`config.mk`:
```
export PLATFORM = sky130hd
export DESIGN_NAME = serial_adder_moore
export DESIGN_NICKNAME = d
export VERILOG_FILES = /design/src/rtl/serial_add_pkg.sv /design/src/rtl/sa_next_state.sv /design/src/rtl/sa_state_reg.sv /design/src/rtl/serial_adder_moore.sv
export SDC_FILE = /design/constraint.sdc
export NUM_CORES = 1
export LEC_CHECK = 0
export BUFFER_PORTS_ARGS = -buffer_cell sky130_fd_sc_hd__buf_4
export CORE_AREA = 2 2 39 41
export CTS_CLUSTER_SIZE = 20
export DETAILED_ROUTE_END_ITERATION = 7
export DIE_AREA = 0 0 41 43
export SLEW_MARGIN = 20
export SYNTH_ARGS = -nofsm -noshare
export SYNTH_HDL_FRONTEND = slang
export SYNTH_SLANG_ARGS = --single-unit
```
`constraint.sdc`:
```
create_clock -name clk -period 1.2 [get_ports clk]
set_input_delay 0.12 -clock clk [delete_from_list [all_inputs] [get_ports clk]]
set_output_delay 0.12 -clock clk [all_outputs]
set_load 0.01 [all_outputs]
```
`src/rtl/serial_add_pkg.sv`:
```
package serial_add_pkg;

  // State bit 1 is the stored carry, bit 0 the stored sum.
  localparam int unsigned STATE_W = 2;
  localparam int unsigned CARRY_BIT = 1;
  localparam int unsigned SUM_BIT = 0;

  typedef enum logic [STATE_W-1:0] {
    ST_ZERO  = 2'b00,
    ST_SUM   = 2'b01,
    ST_CARRY = 2'b10,
    ST_BOTH  = 2'b11
  } sa_state_e;

  function automatic sa_state_e sa_step(input logic a, input logic b,
                                        input sa_state_e cur);
    logic cin;
    logic [STATE_W-1:0] nxt;
    cin = cur[CARRY_BIT];
    nxt[SUM_BIT]   = a ^ b ^ cin;
    nxt[CARRY_BIT] = (a & b) | (a & cin) | (b & cin);
    return sa_state_e'(nxt);
  endfunction

endpackage

```
`src/rtl/sa_next_state.sv`:
```
module sa_next_state
  import serial_add_pkg::*;
(
  input  logic      a_bit,
  input  logic      b_bit,
  input  sa_state_e cur_state,
  output sa_state_e add_state
);

  always_comb begin
    add_state = sa_step(a_bit, b_bit, cur_state);
  end

endmodule

```
`src/rtl/sa_state_reg.sv`:
```
module sa_state_reg
  import serial_add_pkg::*;
#(
  parameter sa_state_e INIT_STATE = ST_ZERO
) (
  input  logic      clk,
  input  logic      rst,
  input  logic      clr,
  input  logic      load,
  input  sa_state_e d_state,
  output sa_state_e q_state
);

  always_ff @(posedge clk) begin
    if (rst || clr) begin
      q_state <= INIT_STATE;
    end else if (load) begin
      q_state <= d_state;
    end
  end

endmodule

```
`src/rtl/serial_adder_moore.sv`:
```
module serial_adder_moore
  import serial_add_pkg::*;
(
  input  logic clk,
  input  logic rst,
  input  logic word_clear,
  input  logic bit_valid,
  input  logic x_in,
  input  logic y_in,
  output logic sum_o,
  output logic carry_o
);

  sa_state_e state_q;
  sa_state_e state_d;

  sa_next_state u_next (
    .a_bit     (x_in),
    .b_bit     (y_in),
    .cur_state (state_q),
    .add_state (state_d)
  );

  sa_state_reg #(
    .INIT_STATE (ST_ZERO)
  ) u_state (
    .clk     (clk),
    .rst     (rst),
    .clr     (word_clear),
    .load    (bit_valid),
    .d_state (state_d),
    .q_state (state_q)
  );

  // Moore outputs: bare state bits
  assign sum_o   = state_q[SUM_BIT];
  assign carry_o = state_q[CARRY_BIT];

  a_r1_reset_zero: assert property (@(posedge clk)
    rst |=> (!sum_o && !carry_o));

  a_r2_sum_bit: assert property (@(posedge clk) disable iff (rst)
    (bit_valid && !word_clear) |=>
      (sum_o == ($past(x_in) ^ $past(y_in) ^ $past(carry_o))));

  a_r3_carry_bit: assert property (@(posedge clk) disable iff (rst)
    (bit_valid && !word_clear) |=>
      (carry_o == (($past(x_in) & $past(y_in)) |
                   ($past(x_in) & $past(carry_o)) |
                   ($past(y_in) & $past(carry_o)))));

  a_r4_hold_idle: assert property (@(posedge clk) disable iff (rst)
    (!bit_valid && !word_clear) |=> ($stable(sum_o) && $stable(carry_o)));

  a_r5_clear_wins: assert property (@(posedge clk) disable iff (rst)
    word_clear |=> (!sum_o && !carry_o));

endmodule

```
# [Word level (Yosys, flattened, before mapping)]
# Cells that the tools add are included.
[op_classes] bitwise_logic=7 reduce_logical=1
[ops] cell="1-bit bitwise AND" n=3
[ops] cell="1-bit OR" n=2
[ops] cell="1-bit XOR" n=2
[ops] cell="1-bit logical OR" n=1
[totals] regBits=2 in_bits=6 output_inout_bits=2 wordCells=9

# [Depth between registers and ports, before layout]
# Gate-level depths: netlist of run 1.
[depth] depth_word=3 mapped_depth=3 ltp_nobuf=3

# [By module]
# Synthesis of run 1 repeated with hierarchy kept, for this count alone.
[unflattened] cells_unflattened=7 hier_area_um2=90.1
[by_module_without_submodules] mod="sa_state_reg" n_inst=1 cells_per_inst=6 area_each_um2=70.1 seq_area_each_um2=40.0
[by_module_without_submodules] mod="sa_next_state" n_inst=1 cells_per_inst=1 area_each_um2=20.0 seq_area_each_um2=0.0

# [Worst setup path before layout of run 1]
# No wires, ideal clock.
[synth_timing] path_kind="flip-flop to flip-flop" start="register u_state.q_state[1]" end="register u_state.q_state[0]" setup_ns=0.116 arrival_ns=0.981 required_ns=1.084 setup_slack_ns=0.103 path_stages_with_launch=4 n_path_buf=0 path_cell_list="dfxtp_1 fa_1 mux2i_1 nor3_1"
[synth_via] elab_chain_len=1
[synth_rtl] element="start: declaration" line_no="sa_state_reg.sv:11" rtl="output sa_state_e q_state"
[synth_rtl] element="start signal: assignment" line_no="sa_state_reg.sv:18" rtl="q_state <= d_state;"
[synth_rtl] element="1-bit XOR" line_no="serial_add_pkg.sv:20" rtl="nxt[SUM_BIT] = a ^ b ^ cin;"
[synth_rtl] element="named net state_d[0]" line_no="serial_adder_moore.sv:15" rtl="sa_state_e state_d;"
# The timed path passes the listed nets, and every way through them passes these cells.
# A chain may end at the register's enable or synchronous reset.

# [Final worst setup path of run 1]
# Same ends and word-level chain as after synthesis.

==> results of run 1 <==
[metal layers]
metal  vias up  track usage [%]  share of wire, %
li1         46                -                 -
met1        32            3.859                41
met2         8            3.125                27
met3         2            8.901                28
met4         0            8.000               3.3
met5         -                0                 0
[cell usage after synthesis]
cell	instances	share of area, %
dfxtp_1	2	44
nor3_1	2	11
mux2i_1	2	22
fa_1	1	22
[power breakdown]
group	internal (uW)	switching (uW)
registers	69.3	1.52
logic	19.0	10.9
clock network	110	37.7
[through the flow]
step	utilization [%]	instances	hold WS [ns]	worst slack [ns]	area (um^2)
after floorplan	-	7	0.1968	0.1032	90.09
after global placement	11.75	30	0.2963	0.1229	162.7
after detailed placement	11.75	30	0.2971	0.1133	162.7
after CTS	13.38	33	0.05487	0.1107	185.2
after global routing	13.38	33	0.05707	0.03411	185.2
final	13.38	33	0.06769	0.1127	185.2
[logic make-up after synthesis]
| family | Yosys count |
|---|---|
| muxes | 2 |
| adders and majority gates | 1 |
| DFF | 2 |
| and+or+nand+nor | 2 |
[placed cells by master (no fill, tap or decap)]
master    netlist  layout
nor3_1          2       2
fa_1            1       1
dfxtp_1         2       2
mux2i_1         2       2
clkbuf_4        0       3
buf_4           0       7
[layout make-up]
cell class | count | area, um^2
Sequential cell | 2 | 40.04
Tap cell | 16 | 20.02
Multi-Input combinational cell | 5 | 50.05
Clock buffer | 3 | 22.52
Timing Repair Buffer | 7 | 52.55
Fill cell | 155 | 1199
[how the worst max path moves through the flow]
stage	end	slack, ns	cells after the start
floorplan	u_state.q_state[0]	0.10	3
global placement	u_state.q_state[0]	0.12	3
detailed placement	u_state.q_state[0]	0.11	3
CTS	u_state.q_state[0]	0.11	3
global route	u_state.q_state[0]	0.03	3
finish	u_state.q_state[0]	0.11	3
==> metrics.txt, run 1 <==
Mapped Nets 14; final slew viol count 0; setup TNS 0 ns; CP arrival 1.20 ns; layout cells sized above 1 58.82%; DRC errors left 0; final setup fails 0; mux share of post-synthesis cell area 22.22%; fin crit share 90.61%; Pwr per Cell Area 1343 nW/um^2; Setup Buffers After CTS 0; max cap viols 0; Post-Syn Area per Cell 12.87 um^2; synthesis-to-layout area growth 105.6%; Clock transition at path regs 0.03 ns; status completed; fin crit period 1.087 ns; critical path endpoint category flip-flop; WL/cell 8.182 um; total power 248.7 uW; reg-to-reg slack, setup 0.11 ns; worst skew pair latency 0.22 ns; max FFs per register 2; PostCTS Resize Cnt 0; Final Hold Vio Count 0; vias in the first global route 99; Cells after Synth 7; Hold Path Class primary input to flip-flop; largest net degree at the start of global routing 4; CTS buffer count 3; H-tree depth 1; Ant. Diodes 0; biggest regs u_state.q_state: 2 flops; Reg-to-Reg End u_state.q_state[0]; xor/xnor share of the synthesized area 0%; clk_skew 0.003289 ns; highest-delay cell along the critical path fa_1; unrepaired setup endpoints after global routing false; CTS sink cnt 2; hold depth 2; initial antenna violation count 0; RePlAce Congestion 0.5732; hold buffer count at CTS 0; # IOs 8; core area 1384 um^2; Worst Path Buf+Inv 0; critical path peak fanout 3; gr ovfl total 0; first-pass GRT wire length 420 um; max_slew headroom 91.54%; Post-Synth Simple-Gate Area 11.11%; Critical path origin u_state.q_state[1]; total die area 1763 um^2; Die H 43 um; Top reg by flops u_state.q_state; CP required 1.31 ns; sink of the worst hold path u_state.q_state[0]; Clock Path Buffers 2; Leak 0.00008612 uW; via count 88; worst slew pin tran 0.1233 ns; R2R depth 3; Yosys Warn Count 0; Detail Route Antenna Nets 0; Initial Util 6.510%; FF+latch count, synth 2; Max VDD drop 0.1678 mV; TritonCTS clock tree done; PortBufs 7; initial DRC count 3; Site Rows 14; reg-to-reg startpoint u_state.q_state[1]; nets@finish 26; total wire length 270 um; sequential fraction of the synthesis area 44.44%; cells along the critical path fa_1 > mux2i_1 > nor3_1; Worst setup SP type flip-flop; DR pass1 iterations 4; adder-cell area share of the yosys netlist 22.22%; Tot GR Track Use 5.120%; Netlist cell types 4; Root Buffer clkbuf_4; post-synthesis compound-gate area fraction 0%; largest family of logic cells by synthesized area adder cells; Die W 41 um; CP delay by family, top adder cells; WS Path Type flip-flop to flip-flop; f_max 919.7 MHz; min-delay src word_clear; Synth Cell Area 90.09 um^2; Vias per Instance 2.667; CP max stage delay 0.43 ns
(Power assumes the default switching activity.)
==> run 2: changes to the inputs <==
==> constraint.sdc (replaced) <==
create_clock -name clk -period 1.2 [get_ports clk]
set_input_delay 0.18 -clock clk [delete_from_list [all_inputs] [get_ports clk]]
set_output_delay 0.18 -clock clk [all_outputs]
set_load 0.01 [all_outputs]
==> metrics.txt, run 2 (synthesized netlist as in run 1, its figures left out) <==
Finished Layout Cells 33; Site Rows 14; largest net degree at the start of global routing 4; f_max 912.0 MHz; worst slew pin tran 0.1168 ns; most frequent cells in the layout buf_4, clkbuf_4, mux2i_1, nor3_1, dfxtp_1; max cap viols 0; H-tree depth 1; Leak 0.00008612 uW; placed cell count 30; status completed; Tot GR Track Use 4.920%; placed cell areas 162.7 um^2; Final Cell Area 185.2 um^2; gr ovfl total 0; fin crit share 91.38%; first-pass GRT wire length 427 um; Max VDD drop 0.4213 mV; RePlAce Congestion 0.5724; Initial Util 6.510%; reg-to-reg slack, setup 0.10 ns; max_slew headroom 91.99%; PostCTS Resize Cnt 0; hold buffer count at CTS 0; vias in the first global route 104; hold_ws 0.1230 ns; max FFs per register 2; worst skew pair latency 0.23 ns; Worst setup SP type flip-flop; Final Hold Vio Count 0; Detail Route Antenna Nets 0; initial DRC count 4; nets@finish 26; Vias per Instance 2.788; Top reg by flops u_state.q_state; critical path endpoint category flip-flop; # IOs 8; layout cells sized above 1 58.82%; Clock Path Buffers 2; Setup Buffers After CTS 0; fin crit period 1.097 ns; WL/cell 8.000 um; total power 255.0 uW; R2R depth 3; Root Buffer clkbuf_4; CP required 1.32 ns; DRC errors left 0; total die area 1763 um^2; biggest regs u_state.q_state: 2 flops; core area 1384 um^2; via count 92; unrepaired setup endpoints after global routing false; Die H 43 um; setup TNS 0 ns; CTS buffer count 3; Pwr per Cell Area 1377 nW/um^2; WS Path Type flip-flop to flip-flop; DR pass1 iterations 3; PortBufs 7; TritonCTS clock tree done; Hold Path Class primary input to flip-flop; hold depth 2; total wire length 264 um; clk_skew 0.003438 ns; synthesis-to-layout area growth 105.6%; final slew viol count 0; Clock transition at path regs 0.03 ns; Die W 41 um; Ant. Diodes 0; CP arrival 1.21 ns; CTS sink cnt 2; commonest non-fill, non-tap cell in the layout buf_4; final setup fails 0; initial antenna violation count 0; critical path peak fanout 3
[run 2: report_power, final]
part           internal, uW  switching (uW)
combinational          19.1            11.0
clock                   111            43.3
sequential             69.2            1.47
total                   199            55.8
[run 2: path summary, 6_finish.rpt]
path,end,from
max,u_state.q_state[0],u_state.q_state[1]
min,u_state.q_state[0],word_clear
max reg2reg,u_state.q_state[0],u_state.q_state[1]
min reg2reg,u_state.q_state[0],u_state.q_state[0]
[run 2: routing by layer]
| metal | track usage (%) | vias to the layer above | wire (um) |
|---|---|---|---|
| met5 | 0 | - | 0 |
| met4 | 4.000 | 0 | 6 |
| met3 | 9.424 | 2 | 50 |
| met2 | 2.813 | 8 | 45 |
| met1 | 5.145 | 36 | 161 |
| li1 | - | 46 | - |
[run 2: stage by stage]
step / utilization [%] / setup slack (ns)
global route: 13.38 / 0.03091
CTS: 13.38 / 0.1038
finish: 13.38 / 0.1035
detailed placement: 11.75 / 0.1040
global placement: 11.75 / 0.1223
floorplan: - / 0.1032
[run 2: cell type report]
class                           instances  area [um^2]
Clock buffer                            3        22.52
Fill cell                             155         1199
Multi-Input combinational cell          5        50.05
Sequential cell                         2        40.04
Tap cell                               16        20.02
Timing Repair Buffer                    7        52.55
[run 2: worst max-delay path: stages (launching register included)]
cell and delay, ns:
dfxtp_1 0.36, fa_1 0.43, mux2i_1 0.14, nor3_1 0.05
==> run 3: changes to the inputs <==
Settings changed: ABC_AREA set to 1.
==> metrics.txt, run 3 <==
R2R depth 5; TritonCTS clock tree done; status completed; setup TNS 0 ns; Root Buffer clkbuf_4; Post-Syn Area per Cell 7.775 um^2; met3 Use GR 3.141%; vias in the first global route 114; routing usage on met2 4.063%; Initial Util 7.866%; Max VDD drop 0.1156 mV; final slew viol count 0; fin util 14.74%; FF+latch count, synth 2; unrepaired setup endpoints after global routing false; largest net degree at the start of global routing 5; Synth area leaders dfxtp_1, fa_1, nor2_2, nand2_1, inv_1; most frequent cells in the layout buf_4, nand2_1, nor2_2, clkbuf_4; reg-to-reg slack, setup 0.12 ns; sink of the worst hold path u_state.q_state[0]; Setup Buffers After CTS 0; core area 1384 um^2; min-delay src rst; total power 256.1 uW; # IOs 8; Worst setup SP type flip-flop; Synth Cell Area 108.9 um^2; synthesis-to-layout area growth 87.36%; fin crit period 1.083 ns; layout cells sized above 1 54.17%; Die W 41 um; CP required 1.31 ns; Ant. Diodes 0; initial DRC count 0; total wire length 227 um; critical path endpoint category flip-flop; PostCTS Resize Cnt 0; Die H 43 um; Site Rows 14; final setup fails 0; busiest grt layer met4; reg-to-reg startpoint u_state.q_state[1]; DR pass1 iterations 1; Pwr per Cell Area 1256 nW/um^2; Async S/R FF share, synth 0%; CTS buffer count 3; max FFs per register 2; RePlAce Congestion 0.4721; hold buffer count at CTS 0; first-pass GRT wire length 372 um; Tot GR Track Use 4.004%; placed cell areas 181.4 um^2; grt met1 use 2.866%; Detail Route Antenna Nets 0; Synth area leader dfxtp_1; cell with the most instances after synthesis nand2_1; Netlist cell types 6; critical path peak fanout 3; total die area 1763 um^2; max cap viols 0; clk_skew 0.003591 ns; Clock transition at path regs 0.03 ns; Top reg by flops u_state.q_state; hold_ws 0.2111 ns; Hold Path Class primary input to flip-flop; f_max 923.3 MHz; worst skew pair latency 0.22 ns; Final Hold Vio Count 0; commonest non-fill, non-tap cell in the layout buf_4; biggest regs u_state.q_state: 2 flops; H-tree depth 1; Synth top area share 36.78%; nets@finish 33; max_slew headroom 91.87%; fin crit share 90.26%; Leak 0.0001001 uW; CP arrival 1.20 ns; gr ovfl total 0; initial antenna violation count 0; Mapped Nets 21; CTS sink cnt 2; Final Cell Area 203.9 um^2; Vias per Instance 2.900; WS Path Type flip-flop to flip-flop; Clock Path Buffers 2; sequential fraction of the synthesis area 36.78%; via count 116; hold depth 4; number of synthesized flops with an enable pin 0; Yosys Warn Count 0; FILL cells 162; Reg-to-Reg End u_state.q_state[0]; Synth Flop Type dfxtp_1; WL/cell 5.675 um; PortBufs 7; synth cell count leaders nand2_1, nor2_2, dfxtp_1, inv_1, nor2_1; Cells after Synth 14; DRC errors left 0; worst slew pin tran 0.1218 ns
==> run 3: through the flow <==
step	setup slack, ns	std cells
2_1_floorplan	0.09926	14
3_3_place_gp	0.1067	37
3_5_place_dp	0.1048	37
4_1_cts	0.1069	40
5_1_grt	0.03402	40
6_report	0.1169	40
==> run 3: worst max-delay path, cell delays in order, from the launching register on <==
cell     delay (ns)
dfxtp_1        0.35
fa_1           0.43
inv_1          0.07
nand2_1        0.04
nand2_1        0.06
nor2_2         0.03
==> run 3: power by group <==
part	total, uW	leakage (uW)	internal (uW)	switching, uW
Clock	146	0.0000138	110	35.5
Combinational	38.4	0.0000699	21.7	16.8
Sequential	72.0	0.0000164	70.1	1.96
Total	256	0.000100	202	54.2
==> run 3: cell families (layout without fill, tap and decap cells) <==
| family | count (synthesis) | in the layout | share of synthesized area [%] |
|---|---|---|---|
| fa+ha+maj | 1 | 1 | 18.39 |
| buf+inv | 2 | 12 | 6.899 |
| flops | 2 | 2 | 36.78 |
| simple gates | 9 | 9 | 37.93 |
==> run 3: cell type report <==
cell class	instances	area (um^2)	share of cell area [%]
Multi-Input combinational cell	10	61.31	30.06
Clock buffer	3	22.52	11.04
Timing Repair Buffer	7	52.55	25.77
Sequential cell	2	40.04	19.63
Inverter	2	7.507	3.681
Tap cell	16	20.02	9.816
==> run 3: how the worst max path moves through the flow <==
stage,depth (start not counted),slack (ns),startpoint,end
finish,5,0.12,u_state.q_state[1],u_state.q_state[0]
CTS,5,0.11,u_state.q_state[1],u_state.q_state[0]
global route,5,0.03,u_state.q_state[1],u_state.q_state[0]
floorplan,5,0.1,u_state.q_state[1],u_state.q_state[0]
global placement,6,0.11,x_in,u_state.q_state[0]
detailed placement,6,0.10,x_in,u_state.q_state[0]
==> run 3: layer usage <==
metal / vias to the layer above / wire length (um)
li1: 61 / -
met5: - / 0
met2: 7 / 102
met4: 0 / 0
met1: 48 / 88
met3: 0 / 36
